===== src/rtl/gci_mon_pkg.sv =====
`timescale 1ns/1ps
package gci_mon_pkg;
  typedef enum logic [1:0] {
    TX_IDLE = 2'd0,
    TX_WAIT = 2'd1,
    TX_EOM  = 2'd2
  } tx_state_t;
endpackage


===== src/rtl/gci_mon_tx.sv =====
`timescale 1ns/1ps
module gci_mon_tx
  import gci_mon_pkg::*;
#(
  parameter int W = 8
) (
  input  logic         clk,
  input  logic         rst_n,
  input  logic         stb,
  input  logic         en,
  input  logic         proto,
  input  logic         cmd_timeout,
  input  logic         s_valid,
  input  logic [W-1:0] s_data,
  output logic         s_ready,
  input  logic         far_a_n,
  output logic [W-1:0] mon_o,
  output logic         e_n_o,
  output logic         arq_seen
);
  localparam logic [W-1:0] IDLE_BYTE = {W{1'b1}};

  tx_state_t   st_q, st_d;
  logic [W-1:0] buf_q, mon_q, mon_d;
  logic        full_q, e_n_q, e_d, to_pend_q, a_prev_q;
  logic        take, arq_c, a_act, to_now, push;

  assign a_act   = ~far_a_n;
  assign to_now  = to_pend_q | cmd_timeout;
  assign s_ready = en & ~full_q;
  assign push    = s_valid & s_ready;

  always_comb begin
    st_d  = st_q;
    mon_d = mon_q;
    e_d   = e_n_q;
    take  = 1'b0;
    arq_c = 1'b0;
    if (to_now) begin
      mon_d = IDLE_BYTE;
      e_d   = 1'b0;
      st_d  = TX_IDLE;
      take  = full_q;
    end else if (!proto) begin
      st_d = TX_IDLE;
      if (full_q) begin
        mon_d = buf_q; e_d = 1'b0; take = 1'b1;
      end else begin
        mon_d = IDLE_BYTE; e_d = 1'b1;
      end
    end else begin
      case (st_q)
        TX_IDLE: begin
          if (full_q) begin
            mon_d = buf_q; e_d = 1'b0; take = 1'b1; st_d = TX_WAIT;
          end else begin
            mon_d = IDLE_BYTE; e_d = 1'b1;
          end
        end
        TX_WAIT: begin
          if (a_act && a_prev_q) begin
            arq_c = 1'b1; st_d = TX_IDLE;
            mon_d = IDLE_BYTE; e_d = 1'b1;
          end else if (a_act) begin
            if (full_q) begin
              mon_d = buf_q; e_d = 1'b0; take = 1'b1;
            end else begin
              mon_d = IDLE_BYTE; e_d = 1'b1; st_d = TX_EOM;
            end
          end
        end
        TX_EOM: begin
          mon_d = IDLE_BYTE; e_d = 1'b1; st_d = TX_IDLE;
        end
        default: st_d = TX_IDLE;
      endcase
    end
  end

  always_ff @(posedge clk) begin
    if (!rst_n) begin
      st_q <= TX_IDLE; buf_q <= '0; full_q <= 1'b0; to_pend_q <= 1'b0;
      a_prev_q <= 1'b0; mon_q <= IDLE_BYTE; e_n_q <= 1'b1;
    end else if (!en) begin
      st_q <= TX_IDLE; full_q <= 1'b0; to_pend_q <= 1'b0;
      a_prev_q <= 1'b0; mon_q <= IDLE_BYTE; e_n_q <= 1'b1;
    end else begin
      if (push) buf_q <= s_data;
      full_q <= (full_q & ~(stb & take)) | push;
      if (stb) begin
        st_q <= st_d; mon_q <= mon_d; e_n_q <= e_d;
        a_prev_q <= a_act; to_pend_q <= 1'b0;
      end else if (cmd_timeout) begin
        to_pend_q <= 1'b1;
      end
    end
  end

  assign mon_o    = mon_q;
  assign e_n_o    = e_n_q;
  assign arq_seen = stb & en & arq_c;

  // line outputs frozen between strobes
  a_r1_tx_hold: assert property (@(posedge clk) disable iff (!rst_n)
    (!$past(stb) && $past(en)) |-> ($stable(mon_q) && $stable(e_n_q)))
    else $error("R1 transmit line changed without strobe");

  // an accepted byte occupies the buffer
  a_r2_push_fills: assert property (@(posedge clk) disable iff (!rst_n)
    push |=> full_q)
    else $error("R2 accepted byte not held");

  // end of message keeps E idle a second frame
  a_r3_eom_second: assert property (@(posedge clk) disable iff (!rst_n)
    (stb && en && proto && !to_now && st_q == TX_EOM) |=> (e_n_q && st_q == TX_IDLE))
    else $error("R3 end of message too short");

  // timeout produces an abort frame
  a_r4_timeout_abort: assert property (@(posedge clk) disable iff (!rst_n)
    (stb && en && to_now) |=> (!e_n_q && mon_q == IDLE_BYTE && st_q == TX_IDLE))
    else $error("R4 timeout abort missing");
endmodule


===== src/rtl/gci_mon_rx.sv =====
`timescale 1ns/1ps
module gci_mon_rx #(
  parameter int W          = 8,
  parameter int ARQ_FRAMES = 2
) (
  input  logic         clk,
  input  logic         rst_n,
  input  logic         stb,
  input  logic         en,
  input  logic         proto,
  input  logic         cmd_abort_req,
  input  logic [W-1:0] line_mon,
  input  logic         line_a_n,
  input  logic         line_e_n,
  output logic         m_valid,
  output logic [W-1:0] m_data,
  output logic         m_a_n,
  output logic         m_e_n,
  input  logic         m_ready,
  output logic         a_n_o,
  output logic         abort_seen
);
  localparam int CW = $clog2(ARQ_FRAMES + 1);
  localparam logic [W-1:0] ABORT_BYTE = {W{1'b1}};

  logic [W-1:0] data_q;
  logic         full_q, ca_q, ce_q, ack_q, a_n_q, arq_pend_q;
  logic [CW-1:0] cnt_q, cnt_d;
  logic         pop, room, arq_now, store_c, abort_c, a_d, ack_d;

  assign pop     = full_q & m_ready;
  assign room    = ~full_q | pop;
  assign arq_now = proto & (arq_pend_q | cmd_abort_req);

  always_comb begin
    store_c = 1'b0;
    abort_c = 1'b0;
    a_d     = 1'b1;
    ack_d   = 1'b0;
    cnt_d   = cnt_q;
    if (arq_now) begin
      a_d = 1'b0; cnt_d = CW'(ARQ_FRAMES - 1);
    end else if (proto && cnt_q != '0) begin
      a_d = 1'b0; cnt_d = cnt_q - CW'(1);
    end else if (!proto) begin
      store_c = room; cnt_d = '0;
    end else if (ack_q) begin
      a_d = 1'b1;
    end else if (!line_e_n) begin
      if (line_mon == ABORT_BYTE) begin
        abort_c = 1'b1;
      end else if (room) begin
        store_c = 1'b1; a_d = 1'b0; ack_d = 1'b1;
      end
    end
  end

  always_ff @(posedge clk) begin
    if (!rst_n) begin
      data_q <= '0; full_q <= 1'b0; ca_q <= 1'b1; ce_q <= 1'b1;
      ack_q <= 1'b0; a_n_q <= 1'b1; arq_pend_q <= 1'b0; cnt_q <= '0;
    end else if (!en) begin
      full_q <= 1'b0; ack_q <= 1'b0; a_n_q <= 1'b1;
      arq_pend_q <= 1'b0; cnt_q <= '0;
    end else begin
      if (stb) begin
        a_n_q <= a_d; ack_q <= ack_d; cnt_q <= cnt_d; arq_pend_q <= 1'b0;
        if (store_c) begin
          data_q <= line_mon; ca_q <= line_a_n; ce_q <= line_e_n;
        end
      end else if (cmd_abort_req) begin
        arq_pend_q <= 1'b1;
      end
      if (stb && store_c) full_q <= 1'b1;
      else if (pop)       full_q <= 1'b0;
    end
  end

  assign m_valid    = full_q;
  assign m_data     = data_q;
  assign m_a_n      = ca_q;
  assign m_e_n      = ce_q;
  assign a_n_o      = a_n_q;
  assign abort_seen = stb & en & abort_c;

  // outgoing A frozen between strobes
  a_r1_rx_hold: assert property (@(posedge clk) disable iff (!rst_n)
    (!$past(stb) && $past(en)) |-> $stable(a_n_q))
    else $error("R1 A changed without strobe");

  // unread byte is never overwritten
  a_r7_keep_unread: assert property (@(posedge clk) disable iff (!rst_n)
    (full_q && !pop) |=> $stable(data_q))
    else $error("R7 unread byte overwritten");

  // acknowledgement lasts one frame
  a_r8_ack_one_frame: assert property (@(posedge clk) disable iff (!rst_n)
    (stb && en && proto && ack_q && !arq_now && cnt_q == '0) |=> a_n_q)
    else $error("R8 acknowledge longer than a frame");

  // abort request drives A low
  a_r5_arq_low: assert property (@(posedge clk) disable iff (!rst_n)
    (stb && en && arq_now) |=> !a_n_q)
    else $error("R5 abort request not driven");
endmodule


===== src/rtl/gci_mon_ctrl.sv =====
`timescale 1ns/1ps
module gci_mon_ctrl #(
  parameter int W = 8
) (
  input  logic         clk,
  input  logic         rst_n,
  input  logic         frame_stb,
  input  logic         cfg_tx_en,
  input  logic         cfg_tx_proto,
  input  logic         cfg_rx_en,
  input  logic         cfg_rx_proto,
  input  logic         cfg_loop,
  input  logic         cfg_irq_en,
  input  logic         cmd_timeout,
  input  logic         cmd_abort_req,
  input  logic         abort_clr,
  input  logic         s_tx_valid,
  input  logic [W-1:0] s_tx_data,
  output logic         s_tx_ready,
  output logic         m_rx_valid,
  output logic [W-1:0] m_rx_data,
  output logic         m_rx_a_n,
  output logic         m_rx_e_n,
  input  logic         m_rx_ready,
  input  logic [W-1:0] line_rx_mon,
  input  logic         line_rx_a_n,
  input  logic         line_rx_e_n,
  output logic [W-1:0] line_tx_mon,
  output logic         line_tx_a_n,
  output logic         line_tx_e_n,
  output logic         irq,
  output logic         abort_flag
);
  logic [W-1:0] eff_mon;
  logic         eff_a_n, eff_e_n, tx_arq, rx_abort, flag_q;

  assign eff_mon = cfg_loop ? line_tx_mon : line_rx_mon;
  assign eff_a_n = cfg_loop ? line_tx_a_n : line_rx_a_n;
  assign eff_e_n = cfg_loop ? line_tx_e_n : line_rx_e_n;

  gci_mon_tx #(.W(W)) u_tx (
    .clk(clk), .rst_n(rst_n), .stb(frame_stb), .en(cfg_tx_en),
    .proto(cfg_tx_proto), .cmd_timeout(cmd_timeout),
    .s_valid(s_tx_valid), .s_data(s_tx_data), .s_ready(s_tx_ready),
    .far_a_n(eff_a_n), .mon_o(line_tx_mon), .e_n_o(line_tx_e_n),
    .arq_seen(tx_arq)
  );

  gci_mon_rx #(.W(W), .ARQ_FRAMES(2)) u_rx (
    .clk(clk), .rst_n(rst_n), .stb(frame_stb), .en(cfg_rx_en),
    .proto(cfg_rx_proto), .cmd_abort_req(cmd_abort_req),
    .line_mon(eff_mon), .line_a_n(eff_a_n), .line_e_n(eff_e_n),
    .m_valid(m_rx_valid), .m_data(m_rx_data), .m_a_n(m_rx_a_n),
    .m_e_n(m_rx_e_n), .m_ready(m_rx_ready), .a_n_o(line_tx_a_n),
    .abort_seen(rx_abort)
  );

  always_ff @(posedge clk) begin
    if (!rst_n)                flag_q <= 1'b0;
    else if (tx_arq || rx_abort) flag_q <= 1'b1;
    else if (abort_clr)        flag_q <= 1'b0;
  end

  assign abort_flag = flag_q;
  assign irq        = cfg_irq_en & m_rx_valid;

  // any detected abort leaves the flag set
  a_r9_flag_set: assert property (@(posedge clk) disable iff (!rst_n)
    (tx_arq || rx_abort) |=> abort_flag)
    else $error("R9 abort flag not set");
endmodule


===== config.mk =====
export PLATFORM = sky130hd
export DESIGN_NAME = gci_mon_ctrl
export DESIGN_NICKNAME = d
export VERILOG_FILES = /design/src/rtl/gci_mon_pkg.sv /design/src/rtl/gci_mon_tx.sv /design/src/rtl/gci_mon_rx.sv /design/src/rtl/gci_mon_ctrl.sv
export SDC_FILE = /design/constraint.sdc
export NUM_CORES = 1
export LEC_CHECK = 0
export ABC_AREA = 1
export BUFFER_PORTS_ARGS = -buffer_cell sky130_fd_sc_hd__buf_2
export CORE_MARGIN = 8
export CORE_UTILIZATION = 50
export DETAILED_ROUTE_END_ITERATION = 10
export PLACE_DENSITY = 0.77
export SETUP_SLACK_MARGIN = 0.05
export SLEW_MARGIN = 25
export SYNTH_ARGS = -nofsm -noshare
export SYNTH_HDL_FRONTEND = slang
export SYNTH_SLANG_ARGS = --single-unit

===== constraint.sdc =====
create_clock -name clk -period 2.1 [get_ports clk]
set_input_delay 0.21 -clock clk [delete_from_list [all_inputs] [get_ports clk]]
set_output_delay 0.21 -clock clk [all_outputs]
set_load 0.01 [all_outputs]

# Yosys cells after proc, flatten, opt, wreduce, memory -nomap -nowiden
# Index checks and enable logic that the tools add are counted.
dict set report op_classes {
  n_addsub 1
  multipliers 0
  div 0
  order_cmp 0
  n_eq_ne 8
  shifts 0
  mux 62
  n_bitwise 22
  n_reduce_logical 17
}
# op n
set op_table {}
lappend op_table {{$mux 8} 6}
lappend op_table {{$mux 1} 43}
lappend op_table {{$pmux 8 s3} 1}
lappend op_table {{$mux 2} 9}
lappend op_table {{$and 1x1->1} 11}
lappend op_table {{$ne 5x5->1 const B} 2}
lappend op_table {{$eq 8x8->1 const B} 1}
lappend op_table {{$reduce_and 2->1} 4}
lappend op_table {{$not 1->1} 7}
lappend op_table {{$reduce_and 3->1} 2}
lappend op_table {{$reduce_bool 2->1} 3}
lappend op_table {{$reduce_or 3->1} 2}
lappend op_table {{$ne 5x1->1 const B} 1}
lappend op_table {{$ne 4x2->1 const B} 1}
lappend op_table {{$or 1x1->1} 4}
lappend op_table {{$pmux 2 s2} 1}
lappend op_table {{$reduce_and 4->1} 1}
lappend op_table {{$logic_and 1x1->1} 3}
lappend op_table {{$ne 3x1->1 const B} 1}
lappend op_table {{$pmux 1 s3} 1}
lappend op_table {{$eq 2x1->1 const B} 1}
lappend op_table {{$eq 2x2->1 const B} 1}
lappend op_table {{$logic_not 2->1} 1}
lappend op_table {{$pmux 1 s2} 1}
lappend op_table {{2 further kinds} 2}
dict set report totals {
  regBits 39
  latch_bits 0
  mem_bits_rw 0
  mem_bits_ro 0
  in_bits 32
  out_inout_bits 24
  word_cells 126
  memories 0
}

# Logic depth before layout (Yosys ltp)
dict set report depth {
  depth_word 11
  mapped_depth 12
}

# Hierarchy
# Synthesis repeated with hierarchy kept, for this count alone.
dict set report hier_totals {
  hier_cells 315
  area_unflattened_um2 2228.4
}
# module instances cells_each area_per_inst_um2 seq_area_each_um2
set modules_own_cells {}
lappend modules_own_cells {gci_mon_tx 1 159 1109.8 440.4}
lappend modules_own_cells {gci_mon_rx 1 116 885.8 320.3}
lappend modules_own_cells {gci_mon_ctrl 1 40 232.7 20.0}

# Worst setup path after synthesis
# Ideal clock, no wire load.
dict set report synth_timing {
  kind {reg2reg}
  startpoint {register u_tx.st_q[0]}
  endpoint {register u_tx.mon_q[3], in the netlist u_tx.mon_o[3]}
  t_arrival_ns 1.362
  path_slack_ns 0.618
  path_stages_with_launch 8
  n_path_buf 0
  cell_sequence {dfxtp_1 inv_1 ha_1 nand2_1 nor2_1 a21oi_1 nor3_1 o21ai_1}
}
dict set report synth_between {
  elab_chain_len 4
  word_cells_on_any_way 9
  classes_between {eq/ne: 4; mux: 3; reduce/logical: 2}
}
# element line_no
set synth_lines {}
lappend synth_lines {{start: declaration} gci_mon_tx.sv:23} ;# tx_state_t st_q, st_d;
lappend synth_lines {{start signal: assignment} gci_mon_tx.sv:82} ;# st_q <= TX_IDLE; buf_q <= '0; full_q <= 1'b0; to_pend_q <= 1'b0;
lappend synth_lines {{start signal: assignment} gci_mon_tx.sv:85} ;# st_q <= TX_IDLE; full_q <= 1'b0; to_pend_q <= 1'b0;
lappend synth_lines {{start signal: assignment} gci_mon_tx.sv:91} ;# st_q <= st_d; mon_q <= mon_d; e_n_q <= e_d;
lappend synth_lines {{$eq 2x2->1, or another cell as far along} gci_mon_tx.sv:52} ;# case (st_q)
lappend synth_lines {{$pmux 8 s3} gci_mon_tx.sv:52}
lappend synth_lines {{$mux 8} gci_mon_tx.sv:44} ;# end else if (!proto) begin
lappend synth_lines {{$mux 8} gci_mon_tx.sv:39} ;# if (to_now) begin
lappend synth_lines {{end signal: assignment} gci_mon_tx.sv:83} ;# a_prev_q <= 1'b0; mon_q <= IDLE_BYTE; e_n_q <= 1'b1;
lappend synth_lines {{end signal: assignment} gci_mon_tx.sv:86} ;# a_prev_q <= 1'b0; mon_q <= IDLE_BYTE; e_n_q <= 1'b1;
lappend synth_lines {{end signal: assignment} gci_mon_tx.sv:91}
lappend synth_lines {{end: declaration} gci_mon_tx.sv:24} ;# logic [W-1:0] buf_q, mon_q, mon_d;
# Several ways; a longest one is shown, not always the timed one.
# A chain may end at the register's enable or synchronous reset.

# Worst setup path in the final report
dict set report layout_timing {
  startpoint {register u_tx.st_q[0]}
  endpoint {register u_tx.mon_q[7], in the netlist u_tx.mon_o[7]}
}
# Same word-level chain as after synthesis.

==> results.txt <==
- After detailed routing, the number of remaining DRC violations is 0.
- In the global route stage, overall resource usage came out at 0.157.
* Cell leakage power: between 1 and 1.5 nW
- The critical path goes through inv_1 -> ha_1 -> nand2_1 -> nor2_1 -> a21oi_1 -> nor3_1 -> o21ai_1.
* Layout Nets: around 390
- Met2 capacity usage during global routing: 0.254
- Hold buffers post-CTS: 0
- Number of cells on the worst reg-to-reg path: 7
- In this design, the stage delay of the slowest critical-path cell is about 0.42 ns.
* Number of antenna violations at the first check in global routing: 0
- Final number of max-transition violations: 0
- Maximum count of clock buffers along a single path: 2
* Largest vdd supply drop: around 0.00037 V
- In this run, post-CTS repair resized a total of 0 instances.
- Of all nets on the critical path, the largest fanout is 8.
- DIE HEIGHT: around 80 um
* Routed WL per cell: ~12 um
- The share of synthesized area in the top cell type comes to 0.386.
- After detailed routing, the number of vias per cell comes to 5.02.
- Setup violators final: 0
- Counting instances, the worst hold path has a depth of 3.
- Final global-route overflow total: 0
- The critical path crosses 7 cells after its start point.
- Start-to-end type of the worst setup path: register to register
- Status: completed
- Row count: 23
- Ranked by total cell area, the synthesized netlist is headed by dfxtp_1 (39%), nand2_1 (12%), a21oi_1 (11%), inv_1 (6.9%), nor2_1 (4.6%).
- Most instantiated library cell after synthesis: nand2_1
- The clock tree synthesis step divided the H-tree into 2 levels.
- I/O Buffers: 55
- STA classifies the critical path startpoint as a register.
- Met1 capacity usage during global routing: 0.181
* Ratio of cells with drive above 1 in the final layout: 0.220
- The critical path starts at u_tx.st_q[0]$_SDFFE_PN0P_.
- For this run, the top clock speed supported by timing is ~580 MHz.
* Synth area leader: dfxtp_1
- At the later pin of the worst-skew pair, clock insertion delay measures 0.29 ns.
* Area of the core: a little under 4000 um2
- TritonCTS built the clock tree.
* Initial drt markers: 107
* Warnings from Yosys: 0
* Ys flop type: dfxtp_1
- DP HPWL: between 3000 and 4000 um
- The via count of the first global-routing pass is between 1500 and 2000.
* Met3 demand-to-capacity share in global routing: 0.0608
* # diodes: 0
- Fin cells: 400
- Critical R2R Capture: u_tx.mon_o[7]$_SDFFE_PN1P_
- Clock root buffer master: clkbuf_8
* Antenna Nets Post-Route: 0
* Hold/Removal Path Class: input port to register
* Sequential Area: just under 800 um2
* Reg2Reg Setup Slack: about 0.36 ns
- The clock period could shrink to between 1.5 and 2 ns.
- Before antenna repair, the detailed router went through 6 iterations.
- Counting distinct cell types in the post-synthesis netlist gives 30.
- The first global-routing pass estimated roughly 8000 um of wire.
* Worst slew pin tran: 0.508 ns
* Sequential cell area fraction in the yosys report: 0.386
- The most critical setup path has its endpoint at u_tx.mon_o[7]$_SDFFE_PN1P_.
- Detailed routing inserted a total of 2007 vias.
- Buffers inserted during clock tree synthesis total 5.
* Worst path buffer plus inverter count: 1
* Effective utilization at floorplan: 0.513
- Headroom to the max-slew limit came out at 0.660.
- Weighted congestion at the end of routability-driven global placement: between 0.8 and 0.9
- Summing every instance area after synthesis gives slightly above 2000 um2.
- Critical Path Slowest Stage Cell: nor2_1
* Pwr/cell area: about 680 nW/um2
- Num ports: between 50 and 60
* Final hold violation count: 0
- Max-Cap Viols: 0
- Maximum number of pins on one net before global-route repair: 21
* Routed Wire Length: ~4900 um
- Grt peak-use layer: met2
- Area of the die: around 6300 um2
* Number of setup buffers added after CTS: 0
- Post-Synthesis Mean Instance Area: around 7 um2
* Clock transition at the registers of the reported paths: ~0.08 ns
- The die is 79.6 um wide.
* Placed Cells incl. Taps: about 400
* Proportion of synthesized flip-flops having asynchronous set or reset: 0
* Syn nets: between 300 and 400
- Setup Skew: approximately 0.0026 ns
* Crit path arrival time: between 1.5 and 2 ns
* Tcrit/Tclk final: 0.827
- Layout filler cell count: around 370
- Crit path capture type: register
* Post-synth EDFFs: 0
* Layout area overhead: 18.4%
* Final-layout setup total negative slack: 0 ns
* RSZ-0062 raised after global routing: false
- After synthesis the netlist holds a flip-flop and latch count of 39.
- Reg2reg start: u_tx.st_q[0]$_SDFFE_PN0P_
- Data required time of the worst path: 2.28 ns
* Area used by multi-input combinational logic: around 1000 um2
- Clk sinks: 39
* Number of cells produced by synthesis: 297
* Worst path top cell family by delay: simple AND/OR/NAND/NOR gates
- The commonest cells after synthesis are nand2_1 (64), a21oi_1 (43), dfxtp_1 (39).
[metal layers]
layer  routed length [um]  up-vias
li1                     -     1076
met5                    0        -
met4                   69        0
met1                 2100      867
met3                  405        7
met2                 2280       57
[cell families after synthesis]
logic type | Yosys count | share of synthesized area
fa+ha+maj | 5 | 0.0309
compound gates | 68 | 0.180
simple gates | 132 | 0.287
buf+inv | 53 | 0.116
flops | 39 | 0.386
[sequential cells by signal, summed over array words and instances, names as in the netlist, 2 cells and up]
signal,cells
u_rx.cnt_q,2
u_rx.m_data,8
u_tx.buf_q,8
u_tx.mon_o,8
u_tx.st_q,2
[layout make-up]
type | instances | area share
inverter | 42 | 0.0658
sequential | 39 | 0.326
clock inverter | 1 | 0.00313
timing repair buffer | 56 | 0.118
tap | 50 | 0.0261
multi-input combinational | 205 | 0.421
clock buffer | 7 | 0.0402
[worst min-delay path by stage]
stage | slack [ns] | to | start
floorplan | 0.40 | u_rx.arq_pend_q$_SDFFE_PP0P_ | cmd_abort_req
finish | 0.19 | u_tx.buf_q[5]$_SDFFE_PN0P_ | s_tx_data[5]
CTS | 0.19 | u_tx.buf_q[5]$_SDFFE_PN0P_ | s_tx_data[5]
global placement | 0.44 | u_rx.m_a_n$_SDFFE_PN1P_ | u_rx.m_a_n$_SDFFE_PN1P_
global route | 0.20 | u_rx.arq_pend_q$_SDFFE_PP0P_ | cmd_abort_req
detailed placement | 0.44 | u_rx.m_a_n$_SDFFE_PN1P_ | u_rx.m_a_n$_SDFFE_PN1P_
[power breakdown]
group | switching [mW] | leakage, nW | total [mW] | internal [mW]
Combinational | 0.170 | 0.750 | 0.270 | 0.100
Clock | 0.263 | 0.0505 | 0.562 | 0.299
Sequential | 0.0183 | 0.319 | 0.793 | 0.775
Total | 0.452 | 1.12 | 1.63 | 1.17
[metrics by stage]
stage / utilization / total power, mW / setup WS [ns] / hold slack [ns] / instance area [um2]
CTS: 0.608 / 1.64 / 0.372 / 0.187 / 2400
floorplan: - / 1.00 / 0.618 / 0.395 / 2020
global placement: 0.582 / 1.07 / 0.433 / 0.439 / 2290
detailed placement: 0.582 / 1.08 / 0.380 / 0.445 / 2290
finish: 0.608 / 1.63 / 0.363 / 0.194 / 2400
global route: 0.608 / 1.71 / 0.173 / 0.196 / 2400
[worst min-delay path, delay by kind of cell]
family	cells	cell delay [ns]
buf+inv	1	0.07
compound gates	2	0.17
[cell usage in the layout (no fill, tap or decap), types with 2 or more instances in the layout]
master and n:
buf_2 55, dfxtp_1 39, nand4_1 2, a31oi_1 2
o21ai_1 9, clkbuf_8 7, ha_1 5, inv_1 37
nor2_1 25, nand2_1 64, nand2_2 4, nor3_1 11
nand3_1 18, nor4_1 4, o21ai_0 9, inv_2 4
a21oi_1 43
Power figures use the tool's default switching activity.
